## src/rtl/io_xlate_unit.sv

```systemverilog
module io_xlate_unit #(
  parameter int NUM_SLOTS   = 4,
  parameter int TLB_ENTRIES = 8,
  parameter int MEM_LAT     = 2,
  parameter logic [3:0] IMPL_ID = 4'h3,
  parameter logic [3:0] VER_ID  = 4'h2,
  localparam int SLOT_W = (NUM_SLOTS > 1) ? $clog2(NUM_SLOTS) : 1
) (
  input  logic              clk,
  input  logic              rst_n,
  input  logic              reg_wr,
  input  logic [3:0]        reg_addr,
  input  logic [31:0]       reg_wdata,
  output logic [31:0]       reg_rdata,
  input  logic              xl_req,
  input  logic [31:0]       xl_vaddr,
  input  logic              xl_write,
  input  logic [SLOT_W-1:0] xl_slot,
  output logic              xl_ack,
  output logic [31:0]       xl_paddr,
  output logic              xl_fault,
  output logic              xl_cache,
  output logic              mem_req,
  output logic [31:0]       mem_addr,
  input  logic              mem_ready,
  input  logic [31:0]       mem_rdata
);
  localparam int PTR_W = (TLB_ENTRIES > 1) ? $clog2(TLB_ENTRIES) : 1;
  localparam int CNT_W = $clog2(MEM_LAT + 1);

  typedef enum logic [1:0] {S_IDLE, S_FETCH, S_WAIT} st_t;
  st_t st;

  logic        ctl_en;
  logic [2:0]  ctl_rng;
  logic [29:0] tbl_base;
  logic [3:0]  scfg [NUM_SLOTS];

  logic [TLB_ENTRIES-1:0] t_vld, t_wr, t_cc;
  logic [19:0] t_vpn [TLB_ENTRIES];
  logic [18:0] t_ppn [TLB_ENTRIES];
  logic [PTR_W-1:0] rr;

  logic [CNT_W-1:0] cnt;
  logic [31:0] q_va;
  logic        q_wr;

  logic        r_ack, r_fault, r_cc;
  logic [31:0] r_pa;

  logic wr_ctl, wr_base, wr_fall, wr_fpg;
  assign wr_ctl  = reg_wr && reg_addr == 4'd0;
  assign wr_base = reg_wr && reg_addr == 4'd1;
  assign wr_fall = reg_wr && reg_addr == 4'd2;
  assign wr_fpg  = reg_wr && reg_addr == 4'd3;

  logic [31:0] win_base;
  logic        in_win;
  logic [19:0] off_pg;
  assign win_base = 32'hFFFF_FFFF << (5'd24 + {2'b00, ctl_rng});
  assign in_win   = &(xl_vaddr | ~win_base);
  assign off_pg   = q_va[31:12] & ~win_base[31:12];
  assign mem_addr = {tbl_base, 2'b00} + {10'd0, off_pg, 2'b00};
  assign mem_req  = (st == S_FETCH);

  logic [3:0] byp_cfg;
  assign byp_cfg = scfg[xl_slot];

  logic             hit;
  logic [PTR_W-1:0] hidx;
  always_comb begin
    hit  = 1'b0;
    hidx = '0;
    for (int i = 0; i < TLB_ENTRIES; i++)
      if (t_vld[i] && t_vpn[i] == xl_vaddr[31:12]) begin
        hit  = 1'b1;
        hidx = PTR_W'(i);
      end
  end

  logic hit_flt, fetch_done, pte_flt, kill_fill, do_fill;
  assign hit_flt    = xl_write && !t_wr[hidx];
  assign fetch_done = (st == S_WAIT) && cnt == CNT_W'(MEM_LAT);
  assign pte_flt    = !mem_rdata[1] || (q_wr && !mem_rdata[2]);
  assign kill_fill  = wr_fall || (wr_fpg && reg_wdata[31:12] == q_va[31:12]);
  assign do_fill    = fetch_done && mem_rdata[1] && !kill_fill;

  logic unused_bits;
  assign unused_bits = ^{mem_rdata[31:27], mem_rdata[6:3], mem_rdata[0]};

  always_ff @(posedge clk or negedge rst_n) begin
    if (!rst_n) begin
      ctl_en   <= 1'b0;
      ctl_rng  <= 3'd0;
      tbl_base <= '0;
      for (int s = 0; s < NUM_SLOTS; s++) scfg[s] <= 4'd0;
    end else begin
      if (wr_ctl) begin
        ctl_en  <= reg_wdata[0];
        ctl_rng <= reg_wdata[4:2];
      end
      if (wr_base) tbl_base <= reg_wdata[31:2];
      for (int s = 0; s < NUM_SLOTS; s++)
        if (reg_wr && reg_addr == 4'(8 + s)) scfg[s] <= {reg_wdata[16], reg_wdata[2:0]};
    end
  end

  always_comb begin
    reg_rdata = '0;
    case (reg_addr)
      4'd0:    reg_rdata = {IMPL_ID, VER_ID, 19'd0, ctl_rng, 1'b0, ctl_en};
      4'd1:    reg_rdata = {tbl_base, 2'b00};
      default: reg_rdata = '0;
    endcase
    for (int s = 0; s < NUM_SLOTS; s++)
      if (reg_addr == 4'(8 + s)) reg_rdata = {15'd0, scfg[s][3], 13'd0, scfg[s][2:0]};
  end

  always_ff @(posedge clk or negedge rst_n) begin
    if (!rst_n) begin
      st      <= S_IDLE;
      cnt     <= '0;
      q_va    <= '0;
      q_wr    <= 1'b0;
      r_ack   <= 1'b0;
      r_pa    <= '0;
      r_fault <= 1'b0;
      r_cc    <= 1'b0;
    end else begin
      r_ack <= 1'b0;
      case (st)
        S_IDLE: if (xl_req) begin
          q_va <= xl_vaddr;
          q_wr <= xl_write;
          if (byp_cfg[0]) begin
            r_ack <= 1'b1; r_fault <= 1'b0; r_cc <= 1'b0;
            r_pa  <= {1'b0, byp_cfg[3], xl_vaddr[29:0]};
          end else if (!ctl_en) begin
            r_ack <= 1'b1; r_fault <= 1'b0; r_cc <= 1'b0;
            r_pa  <= xl_vaddr;
          end else if (!in_win) begin
            r_ack <= 1'b1; r_fault <= 1'b1; r_cc <= 1'b0;
            r_pa  <= '0;
          end else if (hit) begin
            r_ack   <= 1'b1;
            r_fault <= hit_flt;
            r_cc    <= !hit_flt && t_cc[hidx];
            r_pa    <= hit_flt ? 32'd0 : {1'b0, t_ppn[hidx], xl_vaddr[11:0]};
          end else begin
            st <= S_FETCH;
          end
        end
        S_FETCH: if (mem_ready) begin
          st  <= S_WAIT;
          cnt <= CNT_W'(1);
        end
        S_WAIT: if (fetch_done) begin
          st      <= S_IDLE;
          r_ack   <= 1'b1;
          r_fault <= pte_flt;
          r_cc    <= !pte_flt && mem_rdata[7];
          r_pa    <= pte_flt ? 32'd0 : {1'b0, mem_rdata[26:8], q_va[11:0]};
        end else begin
          cnt <= cnt + CNT_W'(1);
        end
        default: st <= S_IDLE;
      endcase
    end
  end

  always_ff @(posedge clk or negedge rst_n) begin
    if (!rst_n) begin
      t_vld <= '0;
      rr    <= '0;
    end else begin
      for (int i = 0; i < TLB_ENTRIES; i++) begin
        if (wr_fall) t_vld[i] <= 1'b0;
        else if (do_fill && rr == PTR_W'(i)) t_vld[i] <= 1'b1;
        else if (wr_fpg && t_vpn[i] == reg_wdata[31:12]) t_vld[i] <= 1'b0;
      end
      if (do_fill) rr <= rr + PTR_W'(1);
    end
  end

  always_ff @(posedge clk) begin
    if (do_fill) begin
      t_vpn[rr] <= q_va[31:12];
      t_ppn[rr] <= mem_rdata[26:8];
      t_wr[rr]  <= mem_rdata[2];
      t_cc[rr]  <= mem_rdata[7];
    end
  end

  assign xl_ack   = r_ack;
  assign xl_paddr = r_pa;
  assign xl_fault = r_fault;
  assign xl_cache = r_cc;

  assert_fetch_hold_R7: assert property (@(posedge clk) disable iff (!rst_n)
    mem_req && !mem_ready |=> mem_req && $stable(mem_addr));

  assert_flush_all_R10: assert property (@(posedge clk) disable iff (!rst_n)
    wr_fall |=> t_vld == '0);

  assert_bypass_R4: assert property (@(posedge clk) disable iff (!rst_n)
    st == S_IDLE && xl_req && byp_cfg[0] |=> xl_ack && !xl_fault && !mem_req);

  assert_below_window_R6: assert property (@(posedge clk) disable iff (!rst_n)
    st == S_IDLE && xl_req && !byp_cfg[0] && ctl_en && !in_win |=> xl_ack && xl_fault);

  assert_invalid_pte_R8: assert property (@(posedge clk) disable iff (!rst_n)
    fetch_done && !mem_rdata[1] |=> xl_ack && xl_fault && xl_paddr == 32'd0);
endmodule

```

## config.mk

```make
export PLATFORM = sky130hd
export DESIGN_NAME = io_xlate_unit
export DESIGN_NICKNAME = d
export VERILOG_FILES = /design/src/rtl/io_xlate_unit.sv
export SDC_FILE = /design/constraint.sdc
export NUM_CORES = 1
export LEC_CHECK = 0
export ABC_AREA = 1
export CORE_MARGIN = 8
export CORE_UTILIZATION = 30
export CTS_CLUSTER_SIZE = 40
export DETAILED_ROUTE_END_ITERATION = 12
export HOLD_SLACK_MARGIN = 0.03
export PLACE_DENSITY = 0.59
export SKIP_CTS_REPAIR_TIMING = 1
export SYNTH_ARGS = -nofsm -noshare
export SYNTH_HDL_FRONTEND = slang
export SYNTH_SLANG_ARGS = --single-unit
```

## constraint.sdc

```tcl
create_clock -name clk -period 12.9 [get_ports clk]
set_input_delay 2.58 -clock clk [delete_from_list [all_inputs] [get_ports clk]]
set_output_delay 2.58 -clock clk [all_outputs]
set_load 0.005 [all_outputs]
```

==> qor.csv <==
metric;value;unit
status;finished, final reports clean;
area growth from synthesis to layout;19.6;%
hpwl dp;67800;um
fmax;125;MHz
sequential share of the synthesized area;52.8;%
Fill cells;8381;
Leak Pwr;12.3;nW
root buffer cell;clkbuf_16;
clock sink total;461;
First-pass DRT Iterations;6;
EDFF count, synth;328;
Slew @ Worst Pin;1.13;ns
synthesized cell area;0.0249;mm2
CTS buffer count;50;
Chip Height;304;um
Clock transition at path regs;0.06;ns
initial antenna violation count;9;
Startpoint Class;input port;
gr ovfl total;0;
Async S/R FF share, synth;28.9;%
final worst-path cycle share;62.2;%
CTS tree;built;
Row Count;105;
Worst R2R End;xl_paddr[15];
worst skew pair latency;0.63;ns
vias per cell;5.25;
WP data required;10.32;ns
# Max-Cap Violations;0;
all-layer global routing usage;21.0;%
Hold Path Origin;xl_paddr[17];
DIE WIDTH;304;um
placed cell areas;0.0282;mm2
final setup vio count;0;
initial core utilization;30.3;%
Synth Flop Type;edfxtp_1;
synth unique cells;66;
FF+latch area;0.0132;mm2
clock buffer depth;3;
Setup CP Type;in -> out;
IO Port Bufs;195;
Final #Nets;3155;
Syn Area/Cell;8.87;um2
WL/cell;24.5;um
core box area;0.0822;mm2
Ports;208;
endpoint class of the critical path;output pin;
Hold Vio Cnt, Final;0;
Period minus WS final;8.02;ns
Max IR drop VDD;0.000101;V
CP Data Arrival Time;5.44;ns
vias in the first global route;20700;
hold crit path type;reg -> reg;
routed wire length;101000;um
first-pass GRT wire length;144000;um
Gate Count Post-Synth;2812;
Final Skew;0.0394;ns
layout cells sized above 1;8.00;%
RSZ-0062 raised after global routing;false;
flops & latches, synth;461;
Setup TNS Final;0;ns
H-tree levels;2;
largest net degree at the start of global routing;79;
Post-DRT Antenna Nets;0;
DR iter-0 viols;2494;
Crit Path Max Fanout;26;
reg2reg setup slack;8.77;ns
Final Wtd Congestion;0.953;
Vias;21700;
die area;0.0926;mm2
Hold Path Depth;2;
Max Slew Vio Count;0;
DRC;0;
Syn. warnings;0;
power per cell area;132;mW/mm2
multi-input logic area;0.0102;mm2
Final Cell Area;0.0298;mm2
Hold Crit Endpoint;xl_paddr[17];
reg2reg start;t_vpn[1][6];
worst r2r path cells;22;
Slew Limit Headroom;24.7;%
==> sequential cells by signal, indices dropped and copies added (netlist names) <==
| register | count |
|---|---|
| xl_paddr | 32 |
| q_wr | 1 |
| t_ppn | 152 |
| q_va | 32 |
| t_vpn | 160 |
| t_wr | 8 |
| tbl_base | 30 |
| t_vld | 8 |
| st | 2 |
| rr | 3 |
| xl_ack | 1 |
| scfg | 16 |
| t_cc | 8 |
| ctl_en | 1 |
| xl_fault | 1 |
| ctl_rng | 3 |
| cnt | 2 |
| xl_cache | 1 |
==> logic make-up after synthesis <==
family / synth area share [%]
XOR/XNOR: 5.72
flip-flops: 52.8
AO/OA/AOI/OAI: 7.35
other: 0.0150
buffers and inverters: 6.72
AND/OR/NAND/NOR: 25.4
adder cells (fa/ha/maj): 1.38
multiplexers: 0.587
==> through the flow <==
step	hold slack (ns)	worst slack (ns)	util (%)	total power, mW	cells
6_report	0.482	4.88	36.3	3.95	4136
5_1_grt	0.503	4.63	36.3	4.09	4133
4_1_cts	0.485	4.82	36.3	3.97	4132
3_5_place_dp	0.468	4.82	34.3	2.55	4038
3_3_place_gp	0.469	4.80	34.3	2.54	4038
2_1_floorplan	0.453	5.66	-	2.12	2813
==> where the power goes <==
group          internal [mW]  switching (mW)  leakage (nW)
registers               1.68          0.0868          4.58
logic                  0.310           0.448          6.93
clock network          0.806           0.618         0.770
total                   2.80            1.15          12.3
==> layout make-up <==
cell class | count | share of cell area, %
clock buffers | 73 | 4.62
diodes | 4 | 0.0335
clock inverters | 21 | 0.725
multi-input cells | 1951 | 34.0
well taps | 1070 | 4.49
inverters | 293 | 3.69
flip-flops and latches | 461 | 44.2
repair buffers | 263 | 8.26
==> cell usage in the layout, fill, tap and decap left out, types with 19 or more instances in the layout <==
cell type / netlist / final
inv_2: 20 / 20
inv_1: 267 / 267
edfxtp_1: 328 / 328
nand2_1: 728 / 725
or2_2: 20 / 20
nor3_1: 33 / 31
nor4_1: 21 / 21
ha_1: 26 / 26
nand3b_1: 40 / 40
a21oi_1: 86 / 86
o21ai_0: 131 / 131
xor2_1: 84 / 84
clkdlybuf4s50_1: 0 / 194
xnor2_1: 79 / 79
nand3_1: 211 / 211
nand4_1: 67 / 67
buf_4: 19 / 68
nor2_1: 275 / 269
clkbuf_16: 0 / 50
dfrtp_1: 133 / 133
clkbuf_1: 51 / 19
==> cells in the mapped netlist, types with 19 or more instances <==
cell type    n  share of area (%)
xor2_1      84                2.9
nor4_1      21               0.53
dfrtp_1    133                 13
clkbuf_1    51               0.77
ha_1        26                1.3
nand4_1     67                1.7
nand2_1    728                 11
edfxtp_1   328                 39
nor2_1     275                4.1
o21ai_0    131                2.6
nand3b_1    40                1.2
xnor2_1     79                2.8
nand3_1    211                4.2
buf_4       19               0.57
a21oi_1     86                1.7
inv_1      267                4.0
nor3_1      33               0.66
inv_2       20               0.30
buf_2       30               0.60
or2_2       20               0.50
==> per-layer routing <==
layer  global-route usage (%)  vias to the layer above  routed length (um)
met1                     27.1                    10400               40100
met2                     33.0                     1224               44800
met4                     10.0                        4                5610
met3                     4.95                      283               10700
met5                        0                        -                  23
li1                         -                     9830                   -
==> critical path, cell delays in order <==
cell and delay (ns):
clkdlybuf4s50_1 0.51, inv_1 0.05, nor2_1 0.07, inv_1 0.06, nor2_1 0.44, clkinv_1 0.73, o21ai_0 0.39, clkdlybuf4s50_1 0.59
==> worst max path at each step <==
stage	from	endpoint	slack, ns	cells after the start
2_1_floorplan	reg_wdata[21]	t_cc[6]	5.66	10
3_3_place_gp	reg_addr[0]	reg_rdata[28]	4.80	8
3_5_place_dp	reg_addr[0]	reg_rdata[28]	4.82	8
4_1_cts	reg_addr[0]	reg_rdata[28]	4.82	8
5_1_grt	reg_addr[0]	reg_rdata[28]	4.63	8
6_report	reg_addr[0]	reg_rdata[28]	4.88	8
Note: power is estimated with default switching activity, not from simulation.
